### src/rtl/tlb_pkg.sv
package tlb_pkg;
  localparam int unsigned VA_W   = 32;
  localparam int unsigned OFF_W  = 12;
  localparam int unsigned VPN_W  = VA_W - OFF_W;
  localparam int unsigned PFN_W  = 20;
  localparam int unsigned PA_W   = PFN_W + OFF_W;
  localparam int unsigned VEC_W  = 8;
  localparam logic [VEC_W-1:0] PF_VEC = 8'd14;

  typedef struct packed {
    logic             valid;
    logic [VPN_W-1:0] vpn;
    logic [PFN_W-1:0] pfn;
    logic             user;
    logic             writable;
  } tlb_entry_t;
endpackage

### src/rtl/tlb_match.sv
module tlb_match
  import tlb_pkg::*;
#(
  parameter int unsigned ENTRIES = 8,
  localparam int unsigned IDX_W = (ENTRIES > 1) ? $clog2(ENTRIES) : 1
) (
  input  tlb_entry_t [ENTRIES-1:0] entries_i,
  input  logic [VPN_W-1:0]         vpn_i,
  output logic                     any_o,
  output logic [IDX_W-1:0]         idx_o,
  output tlb_entry_t               entry_o
);
  logic [ENTRIES-1:0] match;

  for (genvar g = 0; g < ENTRIES; g++) begin : g_cmp
    assign match[g] = entries_i[g].valid && (entries_i[g].vpn == vpn_i);
  end

  assign any_o = |match;

  // entries are unique by page number, so an OR-mux is safe
  always_comb begin
    idx_o   = '0;
    entry_o = '0;
    for (int i = 0; i < ENTRIES; i++) begin
      if (match[i]) begin
        idx_o   = IDX_W'(i);
        entry_o = entry_o | entries_i[i];
      end
    end
  end
endmodule

### src/rtl/tlb_victim_sel.sv
module tlb_victim_sel #(
  parameter int unsigned ENTRIES = 8,
  localparam int unsigned IDX_W = (ENTRIES > 1) ? $clog2(ENTRIES) : 1
) (
  input  logic               clk_i,
  input  logic               rst_ni,
  input  logic               flush_i,
  input  logic               fill_i,
  input  logic [ENTRIES-1:0] valid_i,
  input  logic               resident_i,
  input  logic [IDX_W-1:0]   resident_idx_i,
  output logic [IDX_W-1:0]   idx_o
);
  logic [IDX_W-1:0] rr_q;
  logic [IDX_W-1:0] free_idx;
  logic             free_any;
  logic             use_rr;

  always_comb begin
    free_any = 1'b0;
    free_idx = '0;
    for (int i = ENTRIES - 1; i >= 0; i--) begin
      if (!valid_i[i]) begin
        free_any = 1'b1;
        free_idx = IDX_W'(i);
      end
    end
  end

  assign use_rr = !resident_i && !free_any;
  assign idx_o  = resident_i ? resident_idx_i : (free_any ? free_idx : rr_q);

  always_ff @(posedge clk_i or negedge rst_ni) begin
    if (!rst_ni)                 rr_q <= '0;
    else if (flush_i)            rr_q <= '0;
    else if (fill_i && use_rr)   rr_q <= (rr_q == IDX_W'(ENTRIES - 1)) ? '0 : rr_q + 1'b1;
  end
endmodule

### src/rtl/tlb_perm_chk.sv
module tlb_perm_chk (
  input  logic entry_user_i,
  input  logic entry_writable_i,
  input  logic req_user_i,
  input  logic req_write_i,
  output logic deny_o
);
  assign deny_o = (req_user_i && !entry_user_i) || (req_write_i && !entry_writable_i);
endmodule

### src/rtl/tlb_xlate.sv
module tlb_xlate
  import tlb_pkg::*;
#(
  parameter int unsigned ENTRIES = 8
) (
  input  logic             clk_i,
  input  logic             rst_ni,
  input  logic             req_valid_i,
  input  logic [VA_W-1:0]  req_va_i,
  input  logic             req_write_i,
  input  logic             req_user_i,
  output logic             hit_o,
  output logic             miss_o,
  output logic             fault_o,
  output logic [VEC_W-1:0] fault_vec_o,
  output logic [PA_W-1:0]  pa_o,
  input  logic             fill_valid_i,
  input  logic [VPN_W-1:0] fill_vpn_i,
  input  logic [PFN_W-1:0] fill_pfn_i,
  input  logic             fill_user_i,
  input  logic             fill_writable_i,
  input  logic             base_wr_i
);
  localparam int unsigned IDX_W = (ENTRIES > 1) ? $clog2(ENTRIES) : 1;

  tlb_entry_t [ENTRIES-1:0] ent_q;
  logic [ENTRIES-1:0]       valid_vec;

  logic                     lk_any;
  logic [IDX_W-1:0]         lk_idx;
  tlb_entry_t               lk_ent;
  logic                     deny;

  logic                     fl_res;
  logic [IDX_W-1:0]         fl_res_idx;
  tlb_entry_t               fl_ent_unused;
  logic [IDX_W-1:0]         victim;
  logic                     fill_go;

  for (genvar g = 0; g < ENTRIES; g++) begin : g_vld
    assign valid_vec[g] = ent_q[g].valid;
  end

  tlb_match #(.ENTRIES(ENTRIES)) u_lk_match (
    .entries_i (ent_q),
    .vpn_i     (req_va_i[VA_W-1:OFF_W]),
    .any_o     (lk_any),
    .idx_o     (lk_idx),
    .entry_o   (lk_ent)
  );

  tlb_perm_chk u_perm (
    .entry_user_i     (lk_ent.user),
    .entry_writable_i (lk_ent.writable),
    .req_user_i       (req_user_i),
    .req_write_i      (req_write_i),
    .deny_o           (deny)
  );

  tlb_match #(.ENTRIES(ENTRIES)) u_fl_match (
    .entries_i (ent_q),
    .vpn_i     (fill_vpn_i),
    .any_o     (fl_res),
    .idx_o     (fl_res_idx),
    .entry_o   (fl_ent_unused)
  );

  assign fill_go = fill_valid_i && !base_wr_i;  // flush wins

  tlb_victim_sel #(.ENTRIES(ENTRIES)) u_victim (
    .clk_i          (clk_i),
    .rst_ni         (rst_ni),
    .flush_i        (base_wr_i),
    .fill_i         (fill_go),
    .valid_i        (valid_vec),
    .resident_i     (fl_res),
    .resident_idx_i (fl_res_idx),
    .idx_o          (victim)
  );

  always_ff @(posedge clk_i or negedge rst_ni) begin
    if (!rst_ni) begin
      ent_q <= '0;
    end else if (base_wr_i) begin
      for (int i = 0; i < ENTRIES; i++) ent_q[i].valid <= 1'b0;
    end else if (fill_go) begin
      ent_q[victim] <= '{valid: 1'b1, vpn: fill_vpn_i, pfn: fill_pfn_i,
                         user: fill_user_i, writable: fill_writable_i};
    end
  end

  assign hit_o       = req_valid_i && lk_any && !deny;
  assign fault_o     = req_valid_i && lk_any && deny;
  assign miss_o      = req_valid_i && !lk_any;
  assign fault_vec_o = fault_o ? PF_VEC : '0;
  assign pa_o        = hit_o ? {lk_ent.pfn, req_va_i[OFF_W-1:0]} : '0;

  logic unused_idx;
  assign unused_idx = ^lk_idx;
endmodule

### config.mk
export PLATFORM = sky130hd
export DESIGN_NAME = tlb_xlate
export DESIGN_NICKNAME = d
export VERILOG_FILES = /design/src/rtl/tlb_pkg.sv /design/src/rtl/tlb_match.sv /design/src/rtl/tlb_victim_sel.sv /design/src/rtl/tlb_perm_chk.sv /design/src/rtl/tlb_xlate.sv
export SDC_FILE = /design/constraint.sdc
export NUM_CORES = 1
export LEC_CHECK = 0
export ABC_AREA = 0
export CAP_MARGIN = 10
export CORE_UTILIZATION = 58
export CTS_CLUSTER_DIAMETER = 100
export DETAILED_ROUTE_END_ITERATION = 8
export PLACE_DENSITY = 0.79
export SETUP_SLACK_MARGIN = 0.15
export SYNTH_ARGS = -nofsm -noshare
export SYNTH_HDL_FRONTEND = slang
export SYNTH_SLANG_ARGS = --single-unit
### constraint.sdc
create_clock -name clk_i -period 7.03 [get_ports clk_i]
set_input_delay 0.703 -clock clk_i [delete_from_list [all_inputs] [get_ports clk_i]]
set_output_delay 0.703 -clock clk_i [all_outputs]
set_load 0.02 [all_outputs]
Word-level counts from Yosys, hierarchy flattened --
Index checks and enable logic that the tools add are counted.
Cells by class: equal/unequal tests 17, $lt $le $gt $ge 2, reductions and logical operators 39, add/sub/neg operators 1, multiplexer cells 50, bitwise gates (word level) 8
Operators with widths (count):
- $bwmux 344 | 1
- $mux 344 | 1
- $eq 20x20->1 | 16
- $mux 22 | 8
- $or 22x22->22 | 7
- $demux 43 s3 | 1
- $mux 3 | 17
- $mux 43 | 1
- $mux 32 | 1
- $logic_and 1x1->1 | 26
- $mux 1 | 17
- $reduce_or 8->1 | 2
- $logic_not 1->1 | 7
- $lt 3x4->1 const B | 1
- $mux 2 | 2
- $mux 4 | 1
- $reduce_bool 2->1 | 2
- $add 3x1->3 const B | 1
- $eq 3x3->1 const B | 1
- $ge 3x1->1 const B | 1
- $reduce_and 2->1 | 1
- $logic_or 1x1->1 | 1
- $not 1->1 | 1
Word-level totals: output and inout bits 43, register bits after elaboration 347, logic and storage cells 158, input port bits 81

Longest topological paths before layout --
Gate-level depths: netlist of run 1.
depth after elaboration 23, depth in mapped cells 12

Modules after synthesis --
A second synthesis of run 1 with hierarchy kept.
Unflattened totals: cells, all modules 1812, area total of the unflattened synthesis 21840.9 sq um
Modules (own cells, without submodules):
- tlb_xlate | times used 1, area each 13580.5 sq um, cells each 791, sequential area each 8608.3 sq um
- tlb_match | times used 2, area each 3972.6 sq um, cells each 492, sequential area each 0.0 sq um
- tlb_victim_sel | times used 1, area each 295.3 sq um, cells each 34, sequential area each 75.1 sq um
- tlb_perm_chk | times used 1, area each 20.0 sq um, cells each 3, sequential area each 0.0 sq um

Worst setup path after synthesis of run 1 --
Ideal clock, no wire load.
kind input-to-output, from input req_va_i[28], to output pa_o[14], cell stages on the path 10, setup slack 2854 ps, buffers on the path 2, arrival 3473 ps, path through clkbuf_1 > xor2_1 > nor4_1 > nand4_1 > nor4_1 > a222oi_1 > and3_1 > a211oi_2 > clkbuf_1 > a21boi_0
Between the ends: longest elaborated chain between the ends 23, elaborated cells on any way between the ends 41, those cells by class 8 x eq/ne; 9 x mux; 7 x bitwise; 17 x reduce/logical
Ends and longest elaborated chain:
- start: declaration | line tlb_xlate.sv:9 | input logic [VA_W-1:0] req_va_i,
- $eq 20x20->1 | line tlb_match.sv:16 | assign match[g] = entries_i[g].valid && (entries_i[g].vpn == vpn_i);
- $logic_and 1x1->1 | line tlb_match.sv:16
- $mux 22 | line tlb_match.sv:26 | if (match[i]) begin
- $or 22x22->22 | line tlb_match.sv:28 | entry_o = entry_o | entries_i[i];
- $mux 22 | line tlb_match.sv:26
- $or 22x22->22 | line tlb_match.sv:28
- $mux 22 | line tlb_match.sv:26
- $or 22x22->22 | line tlb_match.sv:28
- [... 7 more ...]
- $or 22x22->22 | line tlb_match.sv:28
- $mux 22 | line tlb_match.sv:26
- $logic_not 1->1 | line tlb_perm_chk.sv:8 | assign deny_o = (req_user_i && !entry_user_i) || (req_write_i && !entry_writable_i);
- $logic_and 1x1->1 | line tlb_perm_chk.sv:8
- $logic_or 1x1->1 | line tlb_perm_chk.sv:8
- $logic_not 1->1 | line tlb_xlate.sv:92 | assign hit_o = req_valid_i && lk_any && !deny;
- $logic_and 1x1->1 | line tlb_xlate.sv:92
- $mux 32 * | line tlb_xlate.sv:96 | assign pa_o = hit_o ? {lk_ent.pfn, req_va_i[OFF_W-1:0]} : '0;
- end: declaration | line tlb_xlate.sv:16 | output logic [PA_W-1:0] pa_o,
Every way passes the cells marked *; elsewhere a longest branch is shown, timed or not.

Final worst setup path of run 1 --
from input req_va_i[14], to output pa_o[20]
The elaborated chain is that of the path after synthesis.

==> results of run 1 <==
## worst register-to-register path: cells and delay by family, from the launching register on
kind | cells | cell delay, ns
AOI/OAI and AO/OA | 1 | 0.40
xor gates and xnor gates | 1 | 0.22
buffers and inverters | 1 | 0.77
DFF | 1 | 0.41
muxes | 1 | 0.46
and+or+nand+nor | 5 | 1.78
## logic make-up (layout without fill, tap and decap cells)
family / after synthesis / in the layout / synth area share, %
other: 1 / 5 / 0.02027
and+or+nand+nor: 175 / 175 / 5.984
DFF: 347 / 347 / 46.93
xor gates and xnor gates: 321 / 321 / 15.19
adders and majority gates: 1 / 1 / 0.06761
buffers and inverters: 126 / 226 / 3.868
AOI/OAI and AO/OA: 136 / 136 / 6.221
muxes: 337 / 337 / 21.72
## final timing paths
| kind | startpoint | to | slack [ns] | depth (start not counted) |
|---|---|---|---|---|
| worst min-delay path | rst_ni | ent_q[115] | 0.10 | 1 |
| worst max-delay path | req_va_i[14] | pa_o[20] | 0.72 | 11 |
| worst min register to register | ent_q[64] | ent_q[64] | 0.49 | 1 |
| max in group asynchronous | rst_ni | ent_q[301] | 5.55 | 2 |
| min in group clk_i | ent_q[64] | ent_q[64] | 0.49 | 1 |
| worst max register to register | ent_q[206] | ent_q[45] | 2.88 | 9 |
## metal layers
metal	routed length (um)	track usage, %	vias up
met1	21860	43.54	6458
met2	24850	53.71	423
met5	0	0	-
met4	2606	16.75	0
li1	-	-	5313
met3	2985	4.770	133
## registers in the layout, summed over array words and instances (netlist names)
register,cells
u_victim.rr_q,3
ent_q,344
## power breakdown
group	total [mW]	leakage, nW	internal [mW]	switching [mW]
logic	0.863	3.99	0.474	0.389
clock network	2.11	0.645	1.27	0.843
registers	2.50	4.62	2.25	0.244
total	5.47	9.25	3.99	1.48
## synthesized netlist by cell type, types with 6 or more instances
master,count,area share [%]
buf_4,14,0.57
nand4_1,49,1.7
mux2_2,250,15
a21o_1,8,0.32
a21boi_0,21,0.85
a221oi_1,40,1.9
and3_1,6,0.20
mux2_4,60,4.9
and2_1,19,0.64
nand3_1,22,0.60
xnor2_1,190,9.0
dfrtp_1,347,47
nand2_1,8,0.16
buf_2,50,1.4
mux2_1,26,1.6
buf_6,17,1.0
xor2_1,131,6.2
a22o_1,40,1.9
clkbuf_1,39,0.79
nor2_1,8,0.16
nor4_1,41,1.4
nor3_1,9,0.24
## cells in the final DEF, fill, tap and decap left out, drive strengths merged, types with 2 or more instances in the layout
cell / count
a211oi: 6
a21boi: 22
a21o: 8
a221oi: 40
a222oi: 2
a22o: 40
a22oi: 3
and2: 19
and3: 6
buf: 37
bufinv: 6
clkbuf: 47
clkdlybuf4s50: 117
clkinv: 10
clkinvlp: 2
conb: 5
dfrtp: 347
inv: 7
mux2: 336
nand2: 8
nand3: 22
nand4: 49
nor2: 8
nor3: 9
nor4: 47
o211ai: 3
o21ai: 4
or4: 2
xnor2: 190
xor2: 131
## final cells by class
class | instances | area [sq um]
clock buffers | 47 | 1025
clock inverters | 19 | 294.0
fillers | 2272 | 10290
inverters | 6 | 22.52
multi-input cells | 975 | 9183
flip-flops and latches | 347 | 8683
well taps | 402 | 503.0
repair buffers | 154 | 1469
==> reports/results.tsv, run 1 <==
stage	metric	value	unit
clock_tree	TritonCTS Buffers	38	
clock_tree	latest clock arrival within the worst-skew pair	0.55	ns
clock_tree	Clock Tree Root	clkbuf_16	
timing	minimum clock period	6.307	ns
pwr	Design Power	5.468	mW
die	Die Wd	180.6	um
setup_path	Data required, critical path	6.33	ns
clock_tree	cts hold-fix bufs	0	
clock_tree	CTS Buffer Depth	3	
grt	number of global-route vias before repair	13222	
final_layout	filler-free cell count of the finished design	1950	
grt	GRT Total Usage	33.12	%
timing	slew of the pin with the lowest slew margin	1.209	ns
placed_design	placed cells	1884	
final_layout	post-layout util	67.29	%
clock_tree	CTS tree	yes	
setup_path	cell repeated most along the worst path	clkdlybuf4s50_1	
clock_tree	PostCTS Resize Cnt	0	
placed_design	routability congestion estimate	0.9905	
clock_tree	H-tree levels	2	
synthesis	cells after synthesis	1444	
final_layout	layout cells sized above 1	27.39	%
synthesis	Post-Syn Area	18500	sq um
setup_path	critical path's slowest cell	clkdlybuf4s50_1	
pwr	peak supply drop	0.2083	mV
setup_path	CP peak stage delay	0.86	ns
die	Core ar.	31470	sq um
timing	Setup WS post-layout	0.7232	ns
setup_path	CP Cell Sequence	clkdlybuf4s50_1, xor2_1, nor4_1, nand4_1, nor4_2, a222oi_1, nor4bb_1, a211oi_4, buf_4, a21boi_0, clkdlybuf4s50_1	
detailed_routing	WL per Instance	26.82	um
setup_path	Critical path buffers and inverters	3	
timing	Worst Clk Skew	0.02071	ns
detailed_routing	Pre-antenna DRT Iters	5	
die	initial core utilization	58.79	%
placed_design	DP HPWL	34.55	mm
synthesis	Netlist cell types	50	
synthesis	post-synthesis sequential area ratio	46.93	%
detailed_routing	Detailed Route Iter0 Violations	1003	
clock_tree	setup bufs post-CTS	0	
clock_tree	Clk pin slew, worst setup/hold paths	0.06	ns
final_layout	Layout Nets	1604	
timing	fmax	158.6	MHz
timing	setup violators final	0	
setup_path	kind of cell adding the most delay to the critical path	simple AND/OR/NAND/NOR gates	
die	IO Pins	124	
pwr	Power Density	258.2	nW/um^2
die	die area	32620	sq um
grt	pin count of the biggest net entering global routing	142	
synthesis	Syn Area/Cell	12.81	sq um
timing	setup TNS	0	ns
setup_path	CP max FO	33	
die	Rows	65	
final_layout	Area Overhead vs Synth	14.46	%
job	max-cap viol count	0	
detailed_routing	Final ANT Viol Nets	0	
detailed_routing	remaining routing DRC violations	0	
die	Vert. Die Dim	180.6	um
synthesis	#FFs+latches synth	347	
timing	final-report hold violation count	0	
timing	fin crit share	89.71	%
grt	global route overflow	0	
setup_path	CP Capture Type	output pin	
timing	unrepaired setup endpoints after global routing	false	
timing	max_slew headroom	18.70	%
grt	initial antenna violation count	0	
detailed_routing	Total Routed Length	52.30	mm
synthesis	post-synthesis async set-or-reset flop share	100.0	%
setup_path	WP data arrival	5.60	ns
timing	worst hold slack	0.1010	ns
min_path	Hold WC Path Type	in2async	
final_layout	diode count	0	
placed_design	DP Area	19860	sq um
detailed_routing	vias per cell	6.322	
synthesis	number of flops mapped to enable cells by yosys	0	
grt	first-pass GRT wire length	81.54	mm
setup_path	crit start category	primary input	
detailed_routing	Vias	12327	
timing	Max Slew Vio Count	0	
clock_tree	CTS sink count	347	
final_layout	Final Cell Area	21180	sq um
placed_design	dpl ws	0.9415	ns
setup_path	CP Class	in2out	
synthesis	Yosys warnings	0	
placed_design	IO buf count	118	
pwr	Leak	9.255	nW
synthesis	Main synth FF type	dfrtp_1	
run_status	outcome	finished, final reports clean	
Power figures use the tool's default switching activity.
==> run 2: changes to the inputs <==
--- a/config.mk
+++ b/config.mk
@@ -7,10 +7,10 @@
 export LEC_CHECK = 0
 export ABC_AREA = 0
 export CAP_MARGIN = 10
-export CORE_UTILIZATION = 58
+export CORE_MARGIN = 2
+export CORE_UTILIZATION = 40
 export CTS_CLUSTER_DIAMETER = 100
 export DETAILED_ROUTE_END_ITERATION = 8
-export PLACE_DENSITY = 0.79
 export SETUP_SLACK_MARGIN = 0.15
 export SYNTH_ARGS = -nofsm -noshare
 export SYNTH_HDL_FRONTEND = slang
==> run 2 against run 1 <==
  * Cell count up 10%
  * Count of clock-buffer cells in the layout increased by 18
  * Setup slack better by 0.22 ns
  * Combinational power up 0.9%
  * First-iteration DRC count rose by 0.60%
==> reports/results.tsv, run 2 (synthesis gave the netlist of run 1 again) <==
stage	metric	value	unit	change
detailed_routing	Pre-antenna DRT Iters	5		unchanged
timing	final-report hold violation count	0		unchanged
setup_path	FF-to-FF Start	ent_q[251]		was ent_q[206]
detailed_routing	Total Routed Length	55.84	mm	was 52.30 mm
final_layout	Layout Nets	1609		was 1604
placed_design	DP HPWL	36.81	mm	was 34.55 mm
detailed_routing	remaining routing DRC violations	0		unchanged
timing	Setup WS post-layout	0.9440	ns	was 0.7232 ns
final_layout	most flop-heavy register	ent_q		unchanged
placed_design	dpl ws	0.9776	ns	was 0.9415 ns
clock_tree	CTS Buffer Depth	3		unchanged
clock_tree	latest clock arrival within the worst-skew pair	0.56	ns	was 0.55 ns
die	Die Wd	219.1	um	was 180.6 um
pwr	peak supply drop	0.2001	mV	was 0.2083 mV
setup_path	CP Class	in2out		unchanged
timing	setup TNS	0	ns	unchanged
grt	initial antenna violation count	1		was 0
timing	fin crit share	86.57	%	was 89.71%
die	IO Pins	124		unchanged
setup_path	FF-to-FF setup slack	2.63	ns	was 2.88 ns
setup_path	Critical Path Sink	pa_o[20]		unchanged
grt	GRT Total Usage	23.90	%	was 33.12%
clock_tree	PostCTS Resize Cnt	0		unchanged
placed_design	routability congestion estimate	0.9191		was 0.9905
setup_path	cell repeated most along the worst path	clkdlybuf4s50_1		unchanged
timing	fmax	164.3	MHz	was 158.6 MHz
final_layout	Area Overhead vs Synth	16.14	%	was 14.46%
setup_path	CP peak stage delay	0.77	ns	was 0.86 ns
die	Rows	78		was 65
timing	unrepaired setup endpoints after global routing	false		unchanged
setup_path	FF-to-FF path depth	9		unchanged
pwr	Power Density	253.2	nW/um^2	was 258.2 nW/um^2
final_layout	diode count	0		unchanged
job	max-cap viol count	0		unchanged
clock_tree	CTS tree	yes		unchanged
timing	Max Slew Vio Count	0		unchanged
detailed_routing	WL per Instance	25.92	um	was 26.82 um
final_layout	largest registers	ent_q (344), u_victim.rr_q (3)		unchanged
detailed_routing	Final ANT Viol Nets	0		unchanged
clock_tree	H-tree levels	2		unchanged
detailed_routing	vias per cell	5.609		was 6.322
timing	max_slew headroom	23.49	%	was 18.70%
setup_path	CP max FO	11		was 33
grt	pin count of the biggest net entering global routing	187		was 142
die	Core ar.	45480	sq um	was 31470 sq um
setup_path	crit start category	primary input		unchanged
detailed_routing	Detailed Route Iter0 Violations	1009		was 1003
run_status	outcome	finished, final reports clean		unchanged
final_layout	number of flip-flops in the largest register	344		unchanged
grt	first-pass GRT wire length	84.95	mm	was 81.54 mm
setup_path	r2r endpoint	ent_q[217]		was ent_q[45]
placed_design	IO buf count	118		unchanged
grt	number of global-route vias before repair	12537		was 13222
die	Vert. Die Dim	219.1	um	was 180.6 um
timing	minimum clock period	6.086	ns	was 6.307 ns
clock_tree	Clk pin slew, worst setup/hold paths	0.06	ns	about the same
setup_path	WP data arrival	5.38	ns	was 5.60 ns
timing	slew of the pin with the lowest slew margin	1.144	ns	was 1.209 ns
detailed_routing	Vias	12082		was 12327
setup_path	Data required, critical path	6.33	ns	about the same
die	die area	48000	sq um	was 32620 sq um
timing	Worst Clk Skew	0.02003	ns	was 0.02071 ns
timing	setup violators final	0		unchanged
final_layout	layout cells sized above 1	27.41	%	was 27.39%
pwr	Leak	9.286	nW	was 9.255 nW
die	initial core utilization	40.69	%	was 58.79%
setup_path	Crit. Startpoint	req_va_i[28]		was req_va_i[14]
min_path	Hold WC Path Type	in2async		unchanged
clock_tree	cts hold-fix bufs	0		unchanged
final_layout	commonest cells after routing, fill and taps aside	dfrtp_1, mux2_2, xnor2_1		unchanged
setup_path	CP Cell Sequence	clkdlybuf4s50_1, xnor2_1, nand4_1, nor4_1, and2_1, a22oi_1, and3_1, a211oi_4, buf_4, a21boi_0, clkdlybuf4s50_1		was clkdlybuf4s50_1, xor2_1, nor4_1, nand4_1, nor4_2, a222oi_1, nor4bb_1, a211oi_4, buf_4, a21boi_0, clkdlybuf4s50_1
clock_tree	Clock Tree Root	clkbuf_16		unchanged
final_layout	Fillers	4152		was 2272
setup_path	CP Capture Type	output pin		unchanged
clock_tree	setup bufs post-CTS	0		unchanged
grt	global route overflow	0		unchanged
final_layout	commonest non-fill, non-tap cell in the layout	dfrtp_1		unchanged
clock_tree	CTS sink count	347		unchanged
clock_tree	TritonCTS Buffers	40		was 38
setup_path	critical path's slowest cell	clkdlybuf4s50_1		unchanged
run 2: area by class of cell:
type	count	area [sq um]	share of cell area, %
well taps	600	750.7	3.493
flip-flops and latches	347	8683	40.41
clock inverters	4	56.30	0.2620
clock buffers	65	1266	5.892
multi-input cells	975	9183	42.73
repair buffers	157	1529	7.115
inverters	6	22.52	0.1048
run 2: where the power goes:
part	internal [mW]	switching, mW	leakage [nW]	total [mW]
Clock	1.23	0.850	0.650	2.08
Sequential	2.25	0.239	4.62	2.49
Combinational	0.475	0.395	4.02	0.871
run 2: worst min-delay path by stage:
stage	cells past startpoint	slack, ns	end	start
final	1	0.13	ent_q[221]	rst_ni
after global routing	1	0.17	ent_q[178]	rst_ni
after CTS	1	0.17	ent_q[92]	rst_ni
after detailed placement	1	0.48	ent_q[43]	ent_q[43]
after global placement	1	0.47	ent_q[43]	ent_q[43]
after floorplan	0	0.41	ent_q[0]	rst_ni
run 2: through the flow:
step	hold WS, ns	utilization, %	area, sq um	cells	total power, mW
6_report	0.1255	47.25	21490	2154	5.442
5_1_grt	0.1679	47.25	21490	2154	5.667
4_1_cts	0.1693	47.25	21490	2154	5.478
3_5_place_dp	0.4796	44.35	20170	2085	3.376
3_3_place_gp	0.4727	44.35	20170	2085	3.363
2_1_floorplan	0.4074	-	18520	1448	3.064
run 2: layer usage:
metal	vias up	track usage, %	routed length, um
met2	333	36.42	24990
met1	6367	35.15	26490
li1	5317	-	-
met4	2	6.104	1087
met5	-	0	13
met3	63	4.103	3260
run 2: critical path: cells and delay by family:
kind / cells / cell delay [ns]
simple gates: 4 / 1.65
buf+inv: 3 / 1.70
xor+xnor: 1 / 0.48
compound gates: 3 / 0.83
